## src/rtl/npc_pkg.sv

```systemverilog
package npc_pkg;
   typedef enum logic [3:0] {
      OP_SEQ  = 4'd0,
      OP_BEQ  = 4'd1,
      OP_BNE  = 4'd2,
      OP_BGEZ = 4'd3,
      OP_BGTZ = 4'd4,
      OP_BLEZ = 4'd5,
      OP_BLTZ = 4'd6,
      OP_J    = 4'd7,
      OP_JAL  = 4'd8,
      OP_JR   = 4'd9,
      OP_JALR = 4'd10
   } npc_op_e;

   function automatic logic is_branch(npc_op_e o);
      return (o >= OP_BEQ) && (o <= OP_BLTZ);
   endfunction
endpackage

```

## src/rtl/npc_cond.sv

```systemverilog
module npc_cond
   import npc_pkg::*;
#(
   parameter int XLEN = 32
) (
   input  npc_op_e         op,
   input  logic [XLEN-1:0] a,
   input  logic [XLEN-1:0] b,
   output logic            taken
);
   logic neg, zero, same;
   assign neg  = a[XLEN-1];
   assign zero = (a == '0);
   assign same = (a == b);

   always_comb begin
      unique case (op)
         OP_BEQ:  taken = same;
         OP_BNE:  taken = !same;
         OP_BGEZ: taken = !neg;
         OP_BGTZ: taken = !neg && !zero;
         OP_BLEZ: taken = neg || zero;
         OP_BLTZ: taken = neg;
         default: taken = 1'b0;
      endcase
   end
endmodule

```

## src/rtl/npc_target.sv

```systemverilog
module npc_target #(
   parameter int XLEN            = 32,
   parameter int OFF_W           = 16,
   parameter int TGT_W           = 26,
   parameter bit REGION_FROM_INC = 1'b1
) (
   input  logic [XLEN-1:0]  pc_cur,
   input  logic [XLEN-1:0]  pc_inc,
   input  logic [OFF_W-1:0] off,
   input  logic [TGT_W-1:0] tgt,
   output logic [XLEN-1:0]  br_addr,
   output logic [XLEN-1:0]  jmp_addr
);
   localparam int EXT_W = XLEN - OFF_W - 2;
   localparam int RGN_W = XLEN - TGT_W - 2;

   generate
      if (EXT_W < 1) begin : g_bad_off
         $error("npc_target: offset too wide for XLEN");
      end
      if (RGN_W < 1) begin : g_bad_tgt
         $error("npc_target: jump target too wide for XLEN");
      end
   endgenerate

   logic [XLEN-1:0] disp;
   assign disp    = {{EXT_W{off[OFF_W-1]}}, off, 2'b00};
   assign br_addr = pc_inc + disp;

   logic [RGN_W-1:0] region;
   generate
      if (REGION_FROM_INC) begin : g_rgn_inc
         assign region = pc_inc[XLEN-1 -: RGN_W];
      end else begin : g_rgn_cur
         assign region = pc_cur[XLEN-1 -: RGN_W];
      end
   endgenerate

   assign jmp_addr = {region, tgt, 2'b00};
endmodule

```

## src/rtl/npc_link.sv

```systemverilog
module npc_link
   import npc_pkg::*;
#(
   parameter int XLEN     = 32,
   parameter int IDX_W    = 5,
   parameter int LINK_REG = 31
) (
   input  npc_op_e          op,
   input  logic [IDX_W-1:0] rd,
   input  logic [XLEN-1:0]  pc_inc,
   input  logic             cancel,
   output logic             we,
   output logic [IDX_W-1:0] idx,
   output logic [XLEN-1:0]  data
);
   generate
      if (LINK_REG < 1 || LINK_REG >= (1 << IDX_W)) begin : g_bad_link
         $error("npc_link: LINK_REG out of range");
      end
   endgenerate

   logic wants;
   always_comb begin
      wants = 1'b0;
      idx   = '0;
      if (op == OP_JAL) begin
         wants = 1'b1;
         idx   = IDX_W'(LINK_REG);
      end else if (op == OP_JALR) begin
         wants = 1'b1;
         idx   = rd;
      end
   end

   assign we   = wants && !cancel && (idx != '0);
   assign data = pc_inc;
endmodule

```

## src/rtl/npc_unit.sv

```systemverilog
module npc_unit
   import npc_pkg::*;
#(
   parameter int              XLEN            = 32,
   parameter int              OFF_W           = 16,
   parameter int              TGT_W           = 26,
   parameter int              IDX_W           = 5,
   parameter int              LINK_REG        = 31,
   parameter bit              REGION_FROM_INC = 1'b1,
   parameter logic [XLEN-1:0] RESET_PC        = 32'hBFC0_0000
) (
   input  logic             clk,
   input  logic             rst_n,
   input  logic             step,
   input  logic [3:0]       op,
   input  logic [OFF_W-1:0] br_off,
   input  logic [TGT_W-1:0] jmp_tgt,
   input  logic [XLEN-1:0]  rs_val,
   input  logic [XLEN-1:0]  rt_val,
   input  logic [IDX_W-1:0] rd_idx,
   input  logic             exc_req,
   input  logic [XLEN-1:0]  exc_pc,
   output logic [XLEN-1:0]  pc,
   output logic             link_we,
   output logic [IDX_W-1:0] link_idx,
   output logic [XLEN-1:0]  link_data
);
   localparam logic [XLEN-1:0] INSN_BYTES = XLEN'(4);

   npc_op_e         op_e;
   logic [XLEN-1:0] pc_inc, br_addr, jmp_addr, nxt;
   logic            taken;

   assign op_e   = npc_op_e'(op);
   assign pc_inc = pc + INSN_BYTES;

   npc_cond #(.XLEN(XLEN)) u_cond (
      .op(op_e), .a(rs_val), .b(rt_val), .taken(taken)
   );

   npc_target #(
      .XLEN(XLEN), .OFF_W(OFF_W), .TGT_W(TGT_W),
      .REGION_FROM_INC(REGION_FROM_INC)
   ) u_tgt (
      .pc_cur(pc), .pc_inc(pc_inc), .off(br_off), .tgt(jmp_tgt),
      .br_addr(br_addr), .jmp_addr(jmp_addr)
   );

   npc_link #(.XLEN(XLEN), .IDX_W(IDX_W), .LINK_REG(LINK_REG)) u_link (
      .op(op_e), .rd(rd_idx), .pc_inc(pc_inc), .cancel(exc_req),
      .we(link_we), .idx(link_idx), .data(link_data)
   );

   always_comb begin
      if (exc_req) begin
         nxt = exc_pc;
      end else begin
         unique case (op_e)
            OP_J, OP_JAL:   nxt = jmp_addr;
            OP_JR, OP_JALR: nxt = rs_val;
            default:        nxt = (is_branch(op_e) && taken) ? br_addr : pc_inc;
         endcase
      end
   end

   always_ff @(posedge clk or negedge rst_n) begin
      if (!rst_n)    pc <= RESET_PC;
      else if (step) pc <= nxt;
   end
endmodule

```

## config.mk

```make
export PLATFORM = sky130hd
export DESIGN_NAME = npc_unit
export DESIGN_NICKNAME = d
export VERILOG_FILES = /design/src/rtl/npc_pkg.sv /design/src/rtl/npc_cond.sv /design/src/rtl/npc_target.sv /design/src/rtl/npc_link.sv /design/src/rtl/npc_unit.sv
export SDC_FILE = /design/constraint.sdc
export NUM_CORES = 1
export LEC_CHECK = 0
export CAP_MARGIN = 0
export CORE_ASPECT_RATIO = 1.4
export CORE_MARGIN = 2
export CORE_UTILIZATION = 45
export CTS_CLUSTER_SIZE = 8
export DETAILED_ROUTE_END_ITERATION = 8
export PLACE_DENSITY = 0.95
export SETUP_SLACK_MARGIN = 0.15
export SYNTH_ARGS = -nofsm -noshare
export SYNTH_HDL_FRONTEND = slang
export SYNTH_SLANG_ARGS = --single-unit
```

## constraint.sdc

```tcl
create_clock -name clk -period 5.9 [get_ports clk]
set_input_delay 1.18 -clock clk [delete_from_list [all_inputs] [get_ports clk]]
set_output_delay 1.18 -clock clk [all_outputs]
set_load 0.01 [all_outputs]
```

==> impl_metrics.json, run 1 <==
{
  "final.setup_skew_ns": 0.00411,
  "critical-path-top-cell-by-count": "clkdlybuf4s50_1",
  "slew_headroom_pct": 31.0,
  "layout.cells.most_common": "clkdlybuf4s50_1",
  "cp_slowest_cell": "clkdlybuf4s50_1",
  "finalCriticalPeriod_ns": 4.50,
  "core-area_sq_um": 11200,
  "fmax_ghz": 0.222,
  "worstSetupStartpointType": "input port",
  "ys.warnings.count": 0,
  "cts_htree_levels": 2,
  "cpPeakStageDelay_ns": 0.48,
  "fp-row-count": 46,
  "power.ir.vdd_worst_uv": 153,
  "first_pass_iteration_count_of_the_detailed_router": 6,
  "antenna_left": 0,
  "yosys.cell_types.count": 73,
  "residual_drc": 0,
  "worst-r2r-setup-slack_ns": 1.55,
  "area.growth.synth_to_final_pct": 46.8,
  "regToRegEndpoint": "pc[31]",
  "die_y_um": 130,
  "grt_start_max_net_pins": 66,
  "synthesis.area_sq_um": 5110,
  "cell_area_power_density_nw_per_um2": 244,
  "cell_at_the_root_of_the_clock_tree": "clkbuf_16",
  "fin_tns_setup_ns": 0,
  "sequentialPowerShare_pct": 19.2,
  "most-common-layout-cells": "clkdlybuf4s50_1 (219), xor2_1 (51), o21ai_0 (46), a21oi_1 (46), nand2_1 (44)",
  "port-buffer-count": 220,
  "overflow": 0,
  "postSynthNetCount": 826,
  "n_fill_cell": 933,
  "timing.reg2reg.worst_path_depth": 16,
  "synth-seq-area-share_pct": 15.9,
  "net-switching-power_w": 0.000786,
  "setup_violations": 0,
  "antenna_violations_before_repair": 0,
  "place_hpwl_um": 16600,
  "timing_worst_setup_path_type": "in2out",
  "postSynth.topFlopCell": "dfrtp_1",
  "swShare_pct": 42.8,
  "startpoint": "op[2]",
  "ys_async_sr_fraction_pct": 100,
  "route.detailed.wl_per_inst_um": 21.6,
  "worst-endpoint-arrival_ns": 3.32,
  "post_route_fraction_of_the_period_consumed_by_the_critical_path_pct": 76.3,
  "critical_path.reg2reg.startpoint": "pc[4]",
  "cell_internal_pwr_w": 0.00105,
  "tritoncts": "yes",
  "place_congestion": 0.989,
  "worst_setup_path_end": "link_we",
  "number_of_drc_violations_after_detailed_routing_iteration_0": 476,
  "drive_above_1_share_pct": 5.62,
  "routed-via-count": 6231,
  "avgViaCountPerCell": 6.35,
  "num-nets-final": 1024,
  "hold_path_depth": 2,
  "rsz0062_at_grt": "false",
  "post-route-worst-setup-slack_ns": 1.40,
  "largest_register_ff_count": 32,
  "top_level_ports": 221,
  "numPlacedInstances": 973,
  "clockBufferDepth": 2,
  "power_leakage_nw": 3.02,
  "share_comb_of_total_power_pct": 64.1,
  "p_clk_share_pct": 16.7,
  "drt-total-wl_um": 21100,
  "die_w_um": 94.1,
  "postSynthAreaPerCell_sq_um": 8.02,
  "postCtsSetupBuffers": 0,
  "top_regs": "pc (32)",
  "report.final.hold_viol_count": 0,
  "grt_pass1_vias": 5970,
  "clock_insertion_delay_worst_skew_ns": 0.28,
  "clk_transition_reported_paths_ns": 0.06,
  "data_required_time_at_the_worst_endpoint_ns": 4.72,
  "timing.final.max_slew_violations": 0,
  "max_cap_viol_count": 0,
  "groute.usage.overall_pct": 33.1,
  "design.die.area_sq_um": 12200,
  "registers.top_by_ff_count": "pc",
  "cts.hold.buffers_added": 0,
  "cts_buffers": 5,
  "synth_register_bits": 32,
  "tritoncts_num_sinks": 32,
  "pre_cts_ws_ns": 1.27,
  "synth-edff-count": 0,
  "grt_first_pass_wirelength_um": 31500,
  "antenna_cells_inserted": 0,
  "cp_capture_type": "output pin",
  "syn_inst": 638,
  "worst-slew-pin-transition_ns": 1.03,
  "post_cts.resized_instances": 0,
  "worstHoldPathType": "reg2reg",
  "timing.critical_path.fanout_max": 6,
  "effective_utilization_at_floorplan_pct": 45.6,
  "layout.cells.non_filler": 981,
  "outcome": "complete, no violations",
  "crit_path_cell_trace": "clkdlybuf4s50_1 -> inv_1 -> nand2_1 -> nor2_1 -> o21a_1 -> or3_1 -> o311a_1 -> clkdlybuf4s50_1"
}
final cells by class:
cell class,count,area (sq um),share of cell area [%]
multi-input cells,559,4060,54.1
repair buffers,226,2240,29.9
flip-flops and latches,32,812,10.8
well taps,144,180,2.40
clock buffers,6,129,1.72
inverters,12,45.0,0.600
clock inverters,2,35.0,0.467
worst max-delay path: cells and delay by family:
family / cells / cell delay [ns]
and+or+nand+nor: 3 / 0.63
buffers and inverters: 3 / 1.05
AOI/OAI and AO/OA: 2 / 0.45
synthesized netlist by cell type (all sizes together) (13+ instances only):
library cell  instances  area share (%)
nand3                18             2.0
nor2                 32             2.3
a221oi               21             3.7
buf                  14             2.2
dfrtp                23              11
ha                   36             8.8
and3                 14             1.8
nand3b               24             3.5
nor4                 18             2.3
xnor2                33             5.7
o21ai                53             5.2
mux2i                13             2.5
nand2                45             3.4
nand4                18             2.2
a21oi                47             4.7
a21o                 14             2.1
xor2                 51             8.7
clkbuf               21             1.6
worst min path at each step:
stage,startpoint,end,slack [ns]
floorplan,pc[27],pc[27],0.52
global placement,pc[0],pc[0],0.52
detailed placement,pc[1],pc[1],0.53
CTS,pc[1],pc[1],0.55
global route,pc[1],pc[1],0.58
finish,pc[1],pc[1],0.54
metrics by stage:
stage	hold WS [ns]	utilization [%]	total power, W	area, sq um
2_1_floorplan	0.521	-	0.00101	5110
3_3_place_gp	0.524	65.4	0.00148	7340
3_5_place_dp	0.532	65.4	0.00150	7340
4_1_cts	0.545	66.9	0.00181	7510
5_1_grt	0.580	66.9	0.00193	7510
6_report	0.540	66.9	0.00183	7510
power groups by stage:
stage	sequential (W)	clock, W	combinational, W
6_report	0.000352	0.000306	0.00118
5_1_grt	0.000359	0.000313	0.00126
4_1_cts	0.000348	0.000304	0.00116
3_5_place_dp	0.000351	0	0.00115
3_3_place_gp	0.000349	0	0.00113
2_1_floorplan	0.000347	0	0.000667
routing by layer:
| metal | up-vias | share of wire [%] | GRT usage (%) |
|---|---|---|---|
| met3 | 56 | 7.8 | 4.33 |
| met4 | 0 | 4.1 | 13.3 |
| met5 | - | 0 | 0 |
| met2 | 370 | 50 | 57.8 |
| li1 | 2845 | - | - |
| met1 | 2960 | 38 | 40.9 |
logic make-up (layout without fill, tap and decap cells):
group                    count (synthesis)  after routing  synth area share (%)
XOR/XNOR                                84             84                  14.4
buffers and inverters                   47            246                  4.72
AND/OR/NAND/NOR                        212            212                  24.2
adder cells (fa/ha/maj)                 37             37                  9.20
multiplexers                            15             15                  2.98
AO/OA/AOI/OAI                          211            211                  28.6
flip-flops                              32             32                  15.9
Note: power is estimated with default switching activity, not from simulation.
==> run 2, diff against run 1 <==
CORE_UTILIZATION = 44   (was 45)
PLACE_DENSITY = 0.93   (was 0.95)
clock period = 4.15 ns   (was 5.9 ns; I/O delays follow)
==> impl_metrics.json, run 2 (synthesis gave the netlist of run 1 again) <==
{
  "timing.reg2reg.worst_path_depth": 16,
  "grt_pass1_vias": 6225,
  "cts_htree_levels": 2,
  "cell_area_power_density_nw_per_um2": 349,
  "drive_above_1_share_pct": 10.1,
  "antenna_violations_before_repair": 0,
  "timing.final.max_slew_violations": 0,
  "layout.cells.most_common": "clkdlybuf4s50_1",
  "sequentialPowerShare_pct": 18.8,
  "effective_utilization_at_floorplan_pct": 45.1,
  "top_level_ports": 221,
  "net-switching-power_w": 0.00113,
  "hold-worst-slack_ns": 0.558,
  "registers.top_by_ff_count": "pc",
  "tritoncts_num_sinks": 32,
  "tritoncts": "yes",
  "rsz0062_at_grt": "false",
  "outcome": "complete, no violations",
  "fp-row-count": 46,
  "setup_violations": 0,
  "regToRegEndpoint": "pc[31]",
  "timing_worst_setup_path_type": "reg2reg",
  "data_required_time_at_the_worst_endpoint_ns": 4.37,
  "swShare_pct": 41.9,
  "num-nets-final": 1045,
  "top_regs": "pc (32)",
  "grt_first_pass_wirelength_um": 32700,
  "p_clk_share_pct": 17.2,
  "worstSetupStartpointType": "flip-flop",
  "placed_area_sq_um": 7480,
  "cts.hold.buffers_added": 0,
  "share_comb_of_total_power_pct": 64.0,
  "avgViaCountPerCell": 6.36,
  "core-area_sq_um": 11300,
  "first_pass_iteration_count_of_the_detailed_router": 5,
  "place_congestion": 0.964,
  "number_of_drc_violations_after_detailed_routing_iteration_0": 425,
  "post_route_fraction_of_the_period_consumed_by_the_critical_path_pct": 91.6,
  "fmax_ghz": 0.263,
  "worst-endpoint-arrival_ns": 4.02,
  "clk_transition_reported_paths_ns": 0.06,
  "groute.usage.overall_pct": 33.3,
  "place_hpwl_um": 16900,
  "die_w_um": 95.1,
  "port-buffer-count": 220,
  "finalCriticalPeriod_ns": 3.80,
  "drt-total-wl_um": 21300,
  "worst-slew-pin-transition_ns": 1.08,
  "n_fill_cell": 906,
  "cell_internal_pwr_w": 0.00158,
  "design.die.area_sq_um": 12500,
  "total_power_w": 0.00271,
  "most-common-layout-cells": "clkdlybuf4s50_1 (218), xor2_1 (51), a21oi_1 (46), o21ai_0 (45), nand2_1 (44)",
  "antenna_left": 0,
  "fin_tns_setup_ns": 0,
  "timing.critical_path.fanout_max": 7,
  "layout.cell_area.non_filler_sq_um": 7770,
  "cts_buffers": 5,
  "residual_drc": 0,
  "worst-r2r-setup-slack_ns": 0.35,
  "cp_capture_type": "flip-flop",
  "antenna_cells_inserted": 0,
  "hold_path_depth": 2,
  "worst_min_delay_path_endpoint": "pc[27]",
  "hold_path_startpoint": "pc[27]",
  "power_leakage_nw": 3.16,
  "route.detailed.wl_per_inst_um": 21.2,
  "clock_insertion_delay_worst_skew_ns": 0.28,
  "largest_register_ff_count": 32,
  "area.growth.synth_to_final_pct": 51.9,
  "regArea_sq_um": 822,
  "final.setup_skew_ns": 0.00683,
  "worstHoldPathType": "reg2reg",
  "report.final.hold_viol_count": 0,
  "critical_path.reg2reg.startpoint": "pc[7]",
  "power.ir.vdd_worst_uv": 233,
  "max_cap_viol_count": 0,
  "area_of_the_multi_input_gates_sq_um": 4120,
  "cell_at_the_root_of_the_clock_tree": "clkbuf_16",
  "grt_start_max_net_pins": 65,
  "clockBufferDepth": 2,
  "overflow": 0,
  "die_y_um": 132,
  "slew_headroom_pct": 28.0,
  "routed-via-count": 6368
}
[run 2: worst max path at each step]
stage	from	endpoint	cells past startpoint
2_1_floorplan	pc[4]	pc[31]	17
5_1_grt	pc[5]	pc[31]	16
4_1_cts	pc[9]	pc[31]	16
3_3_place_gp	pc[4]	pc[31]	16
3_5_place_dp	pc[4]	pc[31]	16
6_report	pc[7]	pc[31]	16
[run 2: power groups by stage]
stage,clock network [W],logic (W),registers (W)
3_5_place_dp,0,0.00167,0.000502
6_report,0.000467,0.00173,0.000510
5_1_grt,0.000481,0.00187,0.000516
3_3_place_gp,0,0.00166,0.000498
2_1_floorplan,0,0.000949,0.000494
4_1_cts,0.000467,0.00169,0.000500
[run 2: timing repair]
| item | CTS | global route |
|---|---|---|
| buffers inserted | 0 | 4 |
| setup endpoints to repair | 1 | 4 |
| endpoints found under the hold margin | 0 | 0 |
| pin swaps | 0 | 4 |
| gates resized for setup | 4 | 20 |
| cloned | 0 | 0 |
[run 2: metal layers]
layer | vias to the layer above | global-route usage (%) | part of all wire [%]
met5 | - | 0 | 0
met4 | 0 | 14.5 | 5.3
met3 | 84 | 3.73 | 7.8
met2 | 403 | 56.7 | 50
met1 | 3002 | 41.3 | 37
li1 | 2879 | - | -
[run 2: final cells by class]
class                      count  share of cell area (%)
clock buffer                   7                    1.97
clock inverter                 1                   0.387
inverter                      12                   0.580
multi-input combinational    559                    53.1
sequential                    32                    10.6
tap                          144                    2.32
timing repair buffer         247                    31.1
[run 2: through the flow]
step | utilization [%] | cells | setup WS [ns]
final | 68.5 | 1002 | 0.351
after global routing | 68.5 | 1002 | 0.164
after CTS | 67.8 | 998 | 0.169
after detailed placement | 66.0 | 990 | 0.0436
after global placement | 66.0 | 990 | 0.162
after floorplan | - | 638 | 0.455
[run 2: worst max-delay path, stage by stage (launching register included)]
cell and delay, ns:
dfrtp_1 0.42, and4_4 0.25, and4_4 0.29, nand3_1 0.15
nor2_2 0.19, nand2_1 0.12, xnor2_2 0.28, ha_1 0.32
o21ai_1 0.17, o21ai_0 0.11, a211oi_1 0.24, o21bai_1 0.13
or2_2 0.29, o211ai_1 0.28, a2111oi_2 0.07, a2111o_1 0.35
nor2_1 0.09
